--- src/rtl/phase_lock_monitor.sv ---
module phase_lock_monitor #(
  parameter int TW      = 8,
  parameter int TIMEOUT = 255
) (
  input  logic          clk,
  input  logic          rst_n,
  input  logic          ref_in,
  input  logic          fb_in,
  input  logic [TW-1:0] lock_thr,
  input  logic          ref_ok,
  input  logic          aux_lock,
  output logic          locked,
  output logic          no_lock
);
  localparam int CW = $clog2(TIMEOUT + 1);
  localparam int MW = (TW > CW) ? TW : CW;

  logic          ref_q, fb_q;
  logic          meas, first_ref;
  logic [CW-1:0] cnt;
  logic [1:0]    run;
  logic          eval, above;

  wire ref_rise = ref_in & ~ref_q;
  wire fb_rise  = fb_in & ~fb_q;
  wire closing  = first_ref ? fb_rise : ref_rise;

  always_comb begin
    eval  = 1'b0;
    above = 1'b0;
    if (!meas) begin
      if (ref_rise && fb_rise) begin
        eval  = 1'b1;
        above = (lock_thr == '0);
      end
    end else if (closing) begin
      eval  = 1'b1;
      above = MW'(cnt) >= MW'(lock_thr);
    end else if (cnt == CW'(TIMEOUT)) begin
      eval  = 1'b1;
      above = 1'b1;
    end
  end

  always_ff @(posedge clk) begin
    if (!rst_n) begin
      ref_q     <= 1'b0;
      fb_q      <= 1'b0;
      meas      <= 1'b0;
      first_ref <= 1'b0;
      cnt       <= '0;
    end else begin
      ref_q <= ref_in;
      fb_q  <= fb_in;
      if (!meas) begin
        if (ref_rise ^ fb_rise) begin
          meas      <= 1'b1;
          first_ref <= ref_rise;
          cnt       <= CW'(1);
        end
      end else if (eval) begin
        meas <= 1'b0;
      end else begin
        cnt <= cnt + CW'(1);
      end
    end
  end

  always_ff @(posedge clk) begin
    if (!rst_n) begin
      locked <= 1'b0;
      run    <= '0;
    end else if (eval) begin
      if (above != locked)
        run <= '0;
      else if (run == 2'd2) begin
        locked <= ~locked;
        run    <= '0;
      end else
        run <= run + 2'd1;
    end
  end

  assign no_lock = ~(ref_ok & locked & aux_lock);
endmodule


--- config.mk ---
export PLATFORM = sky130hd
export DESIGN_NAME = phase_lock_monitor
export DESIGN_NICKNAME = d
export VERILOG_FILES = /design/src/rtl/phase_lock_monitor.sv
export SDC_FILE = /design/constraint.sdc
export NUM_CORES = 1
export LEC_CHECK = 0
export BUFFER_PORTS_ARGS = -buffer_cell sky130_fd_sc_hd__buf_2
export CORE_UTILIZATION = 57
export DETAILED_ROUTE_END_ITERATION = 7
export GPL_TIMING_DRIVEN = 0
export PLACE_DENSITY = 0.77
export SETUP_SLACK_MARGIN = 0.4
export SLEW_MARGIN = 25
export SYNTH_ARGS = -nofsm -noshare
export SYNTH_HDL_FRONTEND = slang
export SYNTH_SLANG_ARGS = --single-unit
--- constraint.sdc ---
create_clock -name clk -period 6.2 [get_ports clk]
set_clock_uncertainty 0.15 [all_clocks]
set_input_delay 1.24 -clock clk [delete_from_list [all_inputs] [get_ports clk]]
set_output_delay 1.24 -clock clk [all_outputs]
set_load 0.05 [all_outputs]
Yosys cells after proc, flatten, opt, wreduce, memory -nomap -nowiden:

Cells that the tools add are included.

* add/sub/neg operators: 2
* $mul: 0
* div/mod/pow operators: 0
* $lt $le $gt $ge: 1
* eq/ne operators: 4
* shift operators: 0
* muxes and demuxes: 16
* bitwise logic cells: 11
* reduce and logical (&&, ||, !) cells: 6

Operators with widths (number)
* $mux 8: 3
* $mux 1: 11
* $add 8x1->8 const B: 1
* $eq 8x8->1 const B: 1
* $ge 8x8->1: 1
* $logic_not 8->1: 1
* $not 1->1: 6
* $and 1x1->1: 4
* $mux 2: 2
* $reduce_and 2->1: 2
* $reduce_and 3->1: 1
* $add 2x1->2 const B: 1
* $eq 2x2->1 const B: 1
* $ne 2x2->1 const B: 1
* $reduce_bool 2->1: 1
* $logic_and 1x1->1: 1
* $ne 1x1->1: 1
* $xor 1x1->1: 1

* flip-flop bits (word level): 15
* bits in latches: 0
* RAM bits: 0
* memory bits (read-only): 0
* word-level logic and storage cells: 47
* memories: 0

Logic depth before layout (Yosys ltp):

* word-level depth: 8
* depth in mapped cells: 8
* gate-level depth less buffers: 8

Worst setup path after synthesis:

Ideal clock, no wire load.

* path type: input to output
* from: in ref_ok
* to: out no_lock
* arrival: 1.627 ns
* required time: 4.810 ns
* path slack: 3.183 ns
* stages: 1
* cells stage by stage: nand3_1

* cells in the longest elaborated chain, start to end: 3

RTL lines
* start: declaration: line 10 `input logic ref_ok,`
* $and 1x1->1 (2 in series): line 84 `assign no_lock = ~(ref_ok & locked & aux_lock);`
* $not 1->1: line 84
* end: declaration: line 13 `output logic no_lock`

No other way between the ends.

Final worst setup path:

* from: in aux_lock
* to: out no_lock

* cells in the longest elaborated chain, start to end: 2

RTL lines
* start: declaration: line 11 `input logic aux_lock,`
* $and 1x1->1: line 84
* $not 1->1: line 84

No other way between the ends.

==> metrics <==
CP Launch Type input pin; status finished, final reports clean; largest net degree at the start of global routing 11; DR vias 825; Final WS setup 3.15 ns; pwr/cell area 197 nW/µm²; clk sinks 15; post-synthesis area per instance 8.37 µm²; Post-CTS Hold Fix Bufs 0; FMAX 328 MHz; RSZ-0062 raised after global routing no; synthesized cell area 912 µm²; Slew Limit Fails 0; CP Data Required Time 4.81 ns; CTS tree built; final wirelength 1810 µm; CTS H-Tree Depth 1; top layer reached by signal wires met4; core area 1510 µm²; Antenna Cells 0; first-pass GRT wire length 3220 µm; Placer Congestion 0.825; IO buf count 15; CP Capture Type primary output; slew margin rel. 63.7%; slack of the worst reg-to-reg path 4.05 ns; Core Rows 14; antenna-violating nets left 0; Clock Path Buffers 2; Syn. warnings 0; WL/cell 12.6 µm; vias in the first global route 806; Overflow after GRT 0; share of layout cells above drive strength 1 18.0%; Syn-to-layout area delta 13.4%; Worst Hold Slack 0.353 ns; Slew @ Worst Pin 0.540 ns; HP Class reg -> reg; IO Count 16; Worst Hold End run[0]; DRC 0; CP Max Fanout 1; fin crit period 3.05 ns; library cells used by synthesis 33; Synth Register Bits 15; Nets 153; clk root buf clkbuf_4; worst slack, placed 2.99 ns; Hold Vio Cnt, Final 0; FF-to-FF Start cnt[0]; CTS Buf Count 3; Worst Path Class, Setup in -> out; endpoints failing setup 0; Leakage 0.465 nW; DRT met1 WL 821 µm; Die Area 1760 µm²; met3 WL 72 µm; vias per inst 5.73; max cap viols 0; Hold Startpoint run[0]; final worst-path cycle share 49.2%; final setup TNS 0 ns; clk_lat worst skew 0.30 ns; final non-filler cell area 1030 µm²; Peak VDD IR 0.124 mV; Worst R2R Path Depth 7; drt pass-1 iters 4; WL met2 877 µm; Setup Fix Bufs, Post-CTS 0; PostCTS Resize Cnt 0; dpl cell area 1010 µm²; Die W 42 µm; FF-to-FF End run[0]; Starting Density 60.5%; initial antenna violation count 0; Synth Instances 109; post-synthesis sequential area ratio 32.9%; initial DRC count 13; GRT Total Usage 24.4%; CTS clk-pin slew, worst paths 0.10 ns; Hold Path Depth 1; WP data arrival 1.66 ns; HPWL after DPL 1470 µm; syn_nets 133; Die Ht 42 µm
through the flow:
stage	std cells	utilization [%]	total power, W
floorplan	109	-	0.000135
global placement	140	66.9	0.000146
detailed placement	140	66.9	0.000149
CTS	144	68.7	0.000205
global route	144	68.7	0.000214
finish	144	68.7	0.000204
report_power, final:
group | leakage (nW) | switching, W | internal (W)
combinational | 0.325 | 0.0000241 | 0.0000166
clock | 0.0177 | 0.0000332 | 0.0000240
sequential | 0.122 | 0.00000432 | 0.000101
total | 0.465 | 0.0000616 | 0.000142
cell usage after synthesis:
cell / count / area [µm²]
nor2_1: 10 / 37.5
o32ai_1: 2 / 17.5
mux2i_1: 1 / 10.0
a21boi_1: 1 / 7.51
a211oi_1: 1 / 7.51
a311oi_2: 1 / 15.0
o21ai_1: 2 / 10.0
o21a_1: 1 / 7.51
a21oi_1: 4 / 20.0
nor3_1: 3 / 15.0
clkbuf_1: 1 / 3.75
a31o_1: 1 / 8.76
nor3b_1: 1 / 7.51
o21ai_0: 1 / 5.00
nand3_1: 3 / 15.0
nand3b_1: 1 / 7.51
a41oi_1: 1 / 8.76
o211ai_1: 1 / 7.51
a211o_1: 2 / 17.5
nor2_2: 1 / 6.26
nand4_1: 4 / 25.0
inv_1: 11 / 41.3
ha_1: 10 / 125
xor2_1: 5 / 43.8
o211a_1: 1 / 10.0
nand2_1: 11 / 41.3
dfxtp_1: 15 / 300
nor4_1: 1 / 6.26
nor2b_1: 6 / 37.5
and3_1: 1 / 6.26
and2_1: 3 / 18.8
or4_4: 1 / 11.3
nor3_2: 1 / 10.0
how the worst max path moves through the flow:
stage                start  endpoint  depth (start not counted)
6_report          aux_lock   no_lock                          3
5_1_grt             ref_ok   no_lock                          3
4_1_cts           aux_lock   no_lock                          3
3_5_place_dp   lock_thr[3]    run[0]                          7
3_3_place_gp   lock_thr[3]    run[0]                          7
2_1_floorplan       ref_ok   no_lock                          1
layout make-up:
type	instances	area [µm²]
plain buffers	1	3.75
multi-input cells	82	567
well taps	16	20.0
fillers	141	472
repair buffers	15	75.1
clock buffers	3	22.5
flip-flops and latches	15	300
inverters	11	41.3
clock inverters	1	5.00
cells in the final DEF, fill, tap and decap left out, types with 3 or more instances in the layout:
master    instances
xor2_1            5
nor2b_1           6
clkbuf_4          3
buf_2            15
nand2_1          11
nor2_1           10
nor3_1            3
inv_1            11
and2_1            3
ha_1             10
a21oi_1           4
dfxtp_1          15
nand3_1           3
nand4_1           4
critical path, cell delays in order:
cell	delay, ns
buf_2	0.10
nand3_1	0.07
buf_2	0.26
flip-flops by register name, indices dropped and copies added (netlist names):
register,flops
cnt,8
fb_q,1
first_ref,1
locked,1
meas,1
ref_q,1
run,2
metal layers:
metal / vias up / track usage, %
li1: 420 / -
met1: 381 / 29.6
met2: 19 / 41.6
met3: 5 / 3.02
met4: 0 / 13.5
met5: - / 0
logic make-up after synthesis:
family / count (synthesis) / synth area share [%]
buffers and inverters: 12 / 4.94
DFF: 15 / 32.9
muxes: 1 / 1.10
adders and majority gates: 10 / 13.7
AOI/OAI and AO/OA: 19 / 15.6
xor gates and xnor gates: 5 / 4.80
and+or+nand+nor: 47 / 26.9
(Power assumes the default switching activity.)
